[src/rtl/asid_tlb_pkg.sv]
package asid_tlb_pkg;
  localparam int PTE_BITS = 64;
  localparam int IDX_MAX_W = 8;
  localparam int BIT_R = 1;
  localparam int BIT_W = 2;
  localparam int BIT_X = 3;
  localparam int BIT_U = 4;
  localparam int PPN_LSB = 10;
  localparam logic [3:0] MODE_BARE = 4'd0;

  typedef enum logic [1:0] {
    CMD_NOP   = 2'b00,
    CMD_WRITE = 2'b01,
    CMD_CLEAR = 2'b10,
    CMD_RSVD  = 2'b11
  } tlbCmd_e;

  typedef struct packed {
    logic                 wrEn;
    logic                 clrAll;
    logic [IDX_MAX_W-1:0] wrIdx;
  } tlbStrobe_t;
endpackage

[src/rtl/asid_tlb_dp.sv]
module asid_tlb_dp
  import asid_tlb_pkg::*;
#(
  parameter int ENTRIES = 8,
  parameter int VA_W    = 48,
  parameter int ASID_W  = 15,
  parameter int PG_W    = 12
) (
  input  logic                clk,
  input  logic                rst,
  input  tlbStrobe_t          strb,
  input  logic [3:0]          mode,
  input  logic [2:0]          acc,
  input  logic                userMode,
  input  logic                sumEn,
  input  logic [VA_W-1:0]     vaddr,
  input  logic [ASID_W-1:0]   asid,
  input  logic [PTE_BITS-1:0] wrPte,
  output logic [ENTRIES-1:0]  matchVec,
  output logic [ENTRIES-1:0]  freeVec,
  output logic                hit,
  output logic                fault,
  output logic [PTE_BITS-1:0] pteOut
);
  localparam int VPN_W = VA_W - PG_W;

  logic [VPN_W-1:0]    tagQ  [ENTRIES];
  logic [ASID_W-1:0]   asidQ [ENTRIES];
  logic [PTE_BITS-1:0] pteQ  [ENTRIES];
  logic [VPN_W-1:0]    vpn;

  assign vpn = vaddr[VA_W-1:PG_W];

  for (genvar i = 0; i < ENTRIES; i++) begin : g_slot
    logic live;
    assign live = |pteQ[i][BIT_X:BIT_R];
    assign matchVec[i] = live && (tagQ[i] == vpn) && (asidQ[i] == asid);
    assign freeVec[i]  = ~live;

    always_ff @(posedge clk) begin
      if (rst || strb.clrAll) begin
        tagQ[i]  <= '0;
        asidQ[i] <= '0;
        pteQ[i]  <= '0;
      end else if (strb.wrEn && strb.wrIdx == IDX_MAX_W'(i)) begin
        tagQ[i]  <= vpn;
        asidQ[i] <= asid;
        pteQ[i]  <= wrPte;
      end
    end
  end

  logic [PTE_BITS-1:0] selPte;
  logic [PTE_BITS-1:0] barePte;

  always_comb begin
    selPte = '0;
    for (int i = 0; i < ENTRIES; i++)
      if (matchVec[i]) selPte = selPte | pteQ[i];
  end

  always_comb begin
    barePte = '0;
    barePte[PPN_LSB +: VPN_W] = vpn;
    barePte[BIT_X:BIT_R] = 3'b111;
  end

  function automatic logic permFault(logic [PTE_BITS-1:0] p, logic [2:0] a,
                                     logic u, logic s);
    logic bad;
    bad = (a[0] & ~p[BIT_R]) | (a[1] & ~p[BIT_W]) | (a[2] & ~p[BIT_X]);
    if (u) bad = bad | ~p[BIT_U];
    else if (p[BIT_U]) bad = bad | a[2] | ((a[0] | a[1]) & ~s);
    return bad;
  endfunction

  always_ff @(posedge clk) begin
    if (rst) begin
      hit    <= 1'b0;
      fault  <= 1'b0;
      pteOut <= '0;
    end else if (mode == MODE_BARE) begin
      hit    <= 1'b1;
      fault  <= 1'b0;
      pteOut <= barePte;
    end else if (|matchVec) begin
      hit    <= 1'b1;
      fault  <= permFault(selPte, acc, userMode, sumEn);
      pteOut <= selPte;
    end else begin
      hit    <= 1'b0;
      fault  <= 1'b0;
      pteOut <= '0;
    end
  end
endmodule

[src/rtl/asid_tlb_ctrl.sv]
module asid_tlb_ctrl
  import asid_tlb_pkg::*;
#(
  parameter int ENTRIES = 8
) (
  input  logic               clk,
  input  logic               rst,
  input  logic [1:0]         cmd,
  input  logic [2:0]         wrRwx,
  input  logic [ENTRIES-1:0] matchVec,
  input  logic [ENTRIES-1:0] freeVec,
  output tlbStrobe_t         strb
);
  localparam int IDX_W = (ENTRIES > 1) ? $clog2(ENTRIES) : 1;
  localparam logic [IDX_W-1:0] LAST = IDX_W'(ENTRIES - 1);

  logic [IDX_W-1:0] victQ;
  logic [IDX_W-1:0] matchIdx, freeIdx, selIdx;
  logic             anyMatch, anyFree, isWr, isClr, useVict;

  assign isWr  = (tlbCmd_e'(cmd) == CMD_WRITE) && (|wrRwx);
  assign isClr = (tlbCmd_e'(cmd) == CMD_CLEAR);
  assign anyMatch = |matchVec;
  assign anyFree  = |freeVec;

  always_comb begin
    matchIdx = '0;
    for (int i = 0; i < ENTRIES; i++)
      if (matchVec[i]) matchIdx = IDX_W'(i);
  end

  always_comb begin
    freeIdx = '0;
    for (int i = ENTRIES - 1; i >= 0; i--)
      if (freeVec[i]) freeIdx = IDX_W'(i);
  end

  assign useVict = !anyMatch && !anyFree;
  assign selIdx  = anyMatch ? matchIdx : (anyFree ? freeIdx : victQ);

  always_ff @(posedge clk) begin
    if (rst || isClr) victQ <= '0;
    else if (isWr && useVict) victQ <= (victQ == LAST) ? '0 : victQ + 1'b1;
  end

  always_comb begin
    strb.wrEn   = isWr;
    strb.clrAll = isClr;
    strb.wrIdx  = IDX_MAX_W'(selIdx);
  end
endmodule

[src/rtl/asid_tlb.sv]
module asid_tlb
  import asid_tlb_pkg::*;
#(
  parameter int ENTRIES = 8,
  parameter int VA_W    = 48,
  parameter int ASID_W  = 15
) (
  input  logic              clk,
  input  logic              rst,
  input  logic [1:0]        cmd,
  input  logic [3:0]        mode,
  input  logic [2:0]        acc,
  input  logic              userMode,
  input  logic              sumEn,
  input  logic [VA_W-1:0]   vaddr,
  input  logic [ASID_W-1:0] asid,
  input  logic [63:0]       wrPte,
  output logic              hit,
  output logic              fault,
  output logic [63:0]       pteOut
);
  tlbStrobe_t         strb;
  logic [ENTRIES-1:0] matchVec, freeVec;

  asid_tlb_ctrl #(.ENTRIES(ENTRIES)) u_ctrl (
    .clk(clk), .rst(rst), .cmd(cmd), .wrRwx(wrPte[BIT_X:BIT_R]),
    .matchVec(matchVec), .freeVec(freeVec), .strb(strb)
  );

  asid_tlb_dp #(.ENTRIES(ENTRIES), .VA_W(VA_W), .ASID_W(ASID_W)) u_dp (
    .clk(clk), .rst(rst), .strb(strb), .mode(mode), .acc(acc),
    .userMode(userMode), .sumEn(sumEn), .vaddr(vaddr), .asid(asid),
    .wrPte(wrPte), .matchVec(matchVec), .freeVec(freeVec),
    .hit(hit), .fault(fault), .pteOut(pteOut)
  );
endmodule

[config.mk]
export PLATFORM = sky130hd
export DESIGN_NAME = asid_tlb
export DESIGN_NICKNAME = d
export VERILOG_FILES = /design/src/rtl/asid_tlb_pkg.sv /design/src/rtl/asid_tlb_dp.sv /design/src/rtl/asid_tlb_ctrl.sv /design/src/rtl/asid_tlb.sv
export SDC_FILE = /design/constraint.sdc
export NUM_CORES = 2
export LEC_CHECK = 0
export CAP_MARGIN = 20
export CORE_MARGIN = 3
export CORE_UTILIZATION = 40
export CTS_BUF_LIST = sky130_fd_sc_hd__clkbuf_2 sky130_fd_sc_hd__clkbuf_4 sky130_fd_sc_hd__clkbuf_8
export DETAILED_ROUTE_END_ITERATION = 10
export DONT_BUFFER_PORTS = 1
export SYNTH_ARGS = -nofsm -noshare
export SYNTH_HDL_FRONTEND = slang
export SYNTH_SLANG_ARGS = --single-unit
[constraint.sdc]
create_clock -name clk -period 10 [get_ports clk]
set_clock_uncertainty 0.2 [all_clocks]
set_input_delay 1.5 -clock clk [delete_from_list [all_inputs] [get_ports clk]]
set_output_delay 1.5 -clock clk [all_outputs]
set_load 0.01 [all_outputs]
==> results.toml <==
[run_status]
run_status = "finished clean"

[detailed_routing]
met3WireLength_mm = 15.7
drcViolationCount = 0
detail_route.first_pass.iterations = 6
routed_wl_mm = 139
routed-via-count = 27600
drt-met1-wl_mm = 55.5
highest_signal_layer_in_the_routed_design = "met5"
vias_per_cell = 5.75
route.met2.wl_mm = 62.8
drtAntennaViolNets = 0
routedWlPerCell_microns = 28.9
iteration_0_drc_markers = 3472

[critical_path]
timing_worst_setup_path_type = "input pin to flip-flop"
crit_fanout = 66
critical_path.most_common_cell = "sky130_fd_sc_hd__nand2_4"
worst-path-buf-inv = 1
list_of_cells_traversed_by_the_critical_path = "xor2_1 -> nor4_1 -> nand4_1 -> nor4_2 -> a21oi_4 -> a31oi_4 -> nand2_4 -> nand2_4 -> buf_4"
critical-path-max-stage-delay_ps = 1000
setup.worst_path.start_class = "input pin"
setup.worst_path.start = "vaddr[30]"
critPathArrivalTime_ps = 6980
worst_path_dominant_cell_family = "simple AND/OR/NAND/NOR gates"
timing.critical_path.to_type = "flip-flop"
cp_slowest_cell = "sky130_fd_sc_hd__nor4_1"
cp.required_ps = 10250
crit-reg2reg-launch = "u_dp.tagQ[1][18]"

[layout]
final_layout_size_suffix_gt1_share_pct = 10.4
area_delta_synth_final_pct = 11.1
sequential_cell_area_sq_um = 29000
finalCoreUtilization_pct = 45.0
fin_nets = 3420
nFillCells = 9451
multiInputGateArea_sq_um = 12100

[grt]
grt_max_degree = 117
antenna_found_initial = 13
grt_pass1_vias = 26400
overflow = 0
track_usage_pct = 25.2
grt_first_pass_wirelength_mm = 196

[clock_network]
cts.reportedPaths.clkPinSlew_ps = 60
clk_latency_worst_skew_pair_ps = 830
cts-resized-gates = 0
clk_root_buffer_cell = "sky130_fd_sc_hd__clkbuf_8"
cts.hold.buffers_added = 0
tritoncts.num_buffers = 165
clkSinkCount = 989
cts.repair_timing.setup_buffer_count = 0
max-clock-path-buffers = 3
cts_max_level = 4
tritoncts = "yes"

[logic_synthesis]
gate_count_of_the_mapped_netlist = 3289
area_fraction_of_the_dominant_cell_type_after_synthesis_pct = 65.6
synth-seq-cells = 989
yosys_warnings = 0
synth.net_count = 3431
synth.cell_area_sq_um = 42100
synth-seq-area-share_pct = 68.9
synth_edf_count = 920
synth_cell_types = 49
ys_top_cells_by_area = "sky130_fd_sc_hd__edfxtp_1 66%, sky130_fd_sc_hd__nor2_1 8.3%, sky130_fd_sc_hd__xor2_1 7.5%, sky130_fd_sc_hd__dfxtp_1 3.3%, sky130_fd_sc_hd__a22oi_1 2.3%"
yosys_most_used_dff = "sky130_fd_sc_hd__edfxtp_1"
synth_top_area_cell = "sky130_fd_sc_hd__edfxtp_1"
postSynthAreaPerCell_sq_um = 12.8
postSynth.asyncResetShare_pct = 0

[timing]
max_slew_margin_pct = 13.6
tns_ps = 0
final.period_utilization_pct = 67.2
rsz0062_at_grt = "no"
worstMarginPinSlew_ps = 1280
timing_hold_violations_final = 0
timing.final.setup_violations = 0
max_clock_freq_mhz = 149
slew_violations = 0
timing.final.crit_period_ps = 6720

[pwr]
clkPwrFrac_pct = 40.5
power.share.sequential_pct = 53.5
power_per_cell_area_nw_per_um2 = 193
power_switching_share_pct = 23.7
finalPower_mw = 9.03
comb_power_share_pct = 5.9
vdd.ir_drop.worst_mv = 0.109
cellLeakagePower_nw = 16.3
switchingPower_mw = 2.14
internal-power_mw = 6.89

[placed_design]
hpwl_mm = 79.9
globalplace.congestion = 0.916
io_buffer_count = 0

[floorplan]
initial_utilization_pct = 40.5
std_cell_rows = 118
floorplan.die.height_microns = 330
die_width_microns = 330
floorplan.io_pins = 206
die_area_sq_um = 109000
design.core.area_sq_um = 104000

[worst_hold_path]
hold_path.class = "flip-flop to flip-flop"
worstHoldStart = "u_ctrl.victQ[1]"

[job]
cap_viol_max_count = 0
## Yosys cell counts (2+ instances only)
cell,instances
sky130_fd_sc_hd__nor2b_1,5
sky130_fd_sc_hd__and2_1,3
sky130_fd_sc_hd__buf_1,20
sky130_fd_sc_hd__a21oi_1,8
sky130_fd_sc_hd__o21bai_1,2
sky130_fd_sc_hd__o21ai_1,2
sky130_fd_sc_hd__ha_1,2
sky130_fd_sc_hd__edfxtp_1,920
sky130_fd_sc_hd__buf_6,19
sky130_fd_sc_hd__xor2_1,360
sky130_fd_sc_hd__buf_4,6
sky130_fd_sc_hd__dfxtp_1,69
sky130_fd_sc_hd__nor4_2,3
sky130_fd_sc_hd__nand3_2,2
sky130_fd_sc_hd__clkbuf_1,92
sky130_fd_sc_hd__nor4_1,105
sky130_fd_sc_hd__nand2_1,139
sky130_fd_sc_hd__or2_2,2
sky130_fd_sc_hd__a22o_1,100
sky130_fd_sc_hd__inv_1,2
sky130_fd_sc_hd__nand2_2,4
sky130_fd_sc_hd__a31oi_1,25
sky130_fd_sc_hd__buf_2,90
sky130_fd_sc_hd__xnor2_1,48
sky130_fd_sc_hd__nand3_1,53
sky130_fd_sc_hd__and3_1,6
sky130_fd_sc_hd__and4bb_2,2
sky130_fd_sc_hd__nor4_4,2
sky130_fd_sc_hd__or4_1,5
sky130_fd_sc_hd__nor2_1,935
sky130_fd_sc_hd__nand4_1,34
sky130_fd_sc_hd__o31a_1,2
sky130_fd_sc_hd__mux2i_1,2
sky130_fd_sc_hd__nor3_1,13
sky130_fd_sc_hd__a221oi_1,64
sky130_fd_sc_hd__a22oi_1,130
## worst paths after layout
| kind | endpoint | slack (ps) | cells after the start |
|---|---|---|---|
| setup reg to reg | u_dp.pteQ[0][160] | 3590 | 9 |
| hold reg to reg | u_ctrl.victQ[1] | 360 | 2 |
| setup / recovery | u_dp.pteQ[0][160] | 3280 | 9 |
| hold / removal | u_ctrl.victQ[1] | 360 | 2 |
## power by group through the flow
stage          logic, mW  clock network, mW  registers (mW)
3_5_place_dp       0.532                  0            4.92
5_1_grt            0.567               3.88            4.85
3_3_place_gp       0.530                  0            4.91
4_1_cts            0.535               3.69            4.84
2_1_floorplan      0.355                  0            4.93
6_report           0.535               3.66            4.84
## sequential cells by signal, indices dropped and copies added (netlist names)
signal and cells:
u_dp.fault 1, u_dp.pteOut 64, u_dp.pteQ 512, u_dp.hit 1, u_ctrl.victQ 3, u_dp.asidQ 120, u_dp.tagQ 288
## metal layers
metal | vias to the layer above | track usage (%)
met3 | 229 | 6.13
li1 | 11800 | -
met1 | 14000 | 35.3
met2 | 1555 | 38.2
met4 | 6 | 8.92
met5 | - | 0
## logic make-up (layout without fill, tap and decap cells)
group / after synthesis / count (layout) / share of synthesized area (%)
adder cells (fa/ha/maj): 2 / 2 / 0.0595
flip-flops: 989 / 989 / 68.9
other: 0 / 10 / 0
AND/OR/NAND/NOR: 1318 / 1318 / 13.2
multiplexers: 2 / 2 / 0.0476
XOR/XNOR: 408 / 408 / 8.49
AO/OA/AOI/OAI: 340 / 340 / 6.51
buffers and inverters: 230 / 349 / 2.71
## layout by cell type (no fill, tap or decap), drive strengths merged, types with 6 or more instances in the layout
master / n
xnor2: 48
a221oi: 64
nand4: 34
clkinv: 31
nand3: 55
a22oi: 130
nor4: 110
and3: 6
diode: 10
a21oi: 10
nand2: 143
clkbuf: 254
inv: 11
nor3: 15
buf: 49
xor2: 360
edfxtp: 920
nor2: 935
dfxtp: 69
a31oi: 26
a22o: 100
## worst reg2reg max path, cell delays in order (launching register included)
cell	delay (ps)
sky130_fd_sc_hd__edfxtp_1	380
sky130_fd_sc_hd__xor2_1	150
sky130_fd_sc_hd__nor4_1	1000
sky130_fd_sc_hd__nand4_1	470
sky130_fd_sc_hd__nor4_2	1000
sky130_fd_sc_hd__a21oi_4	170
sky130_fd_sc_hd__a31oi_4	470
sky130_fd_sc_hd__nand2_4	640
sky130_fd_sc_hd__nand2_4	1000
sky130_fd_sc_hd__buf_4	560
## cell type report
cell class	count	share of cell area (%)
diodes	10	0.0535
flip-flops and latches	989	62.1
repair buffers	49	1.02
clock inverters	43	0.643
clock buffers	254	6.53
well taps	1380	3.69
multi-input cells	2070	26.0
inverters	3	0.0241
## metrics by stage
step	instance area [sq um]	setup WS (ps)	hold slack, ps	std cells
floorplan	42100	3120	300	3289
global placement	43300	2620	349	4489
detailed placement	43400	2590	343	4491
CTS	46700	3460	362	4788
global route	46700	3320	377	4794
finish	46700	3280	362	4798
No activity file was read; power rests on OpenSTA's default activity.
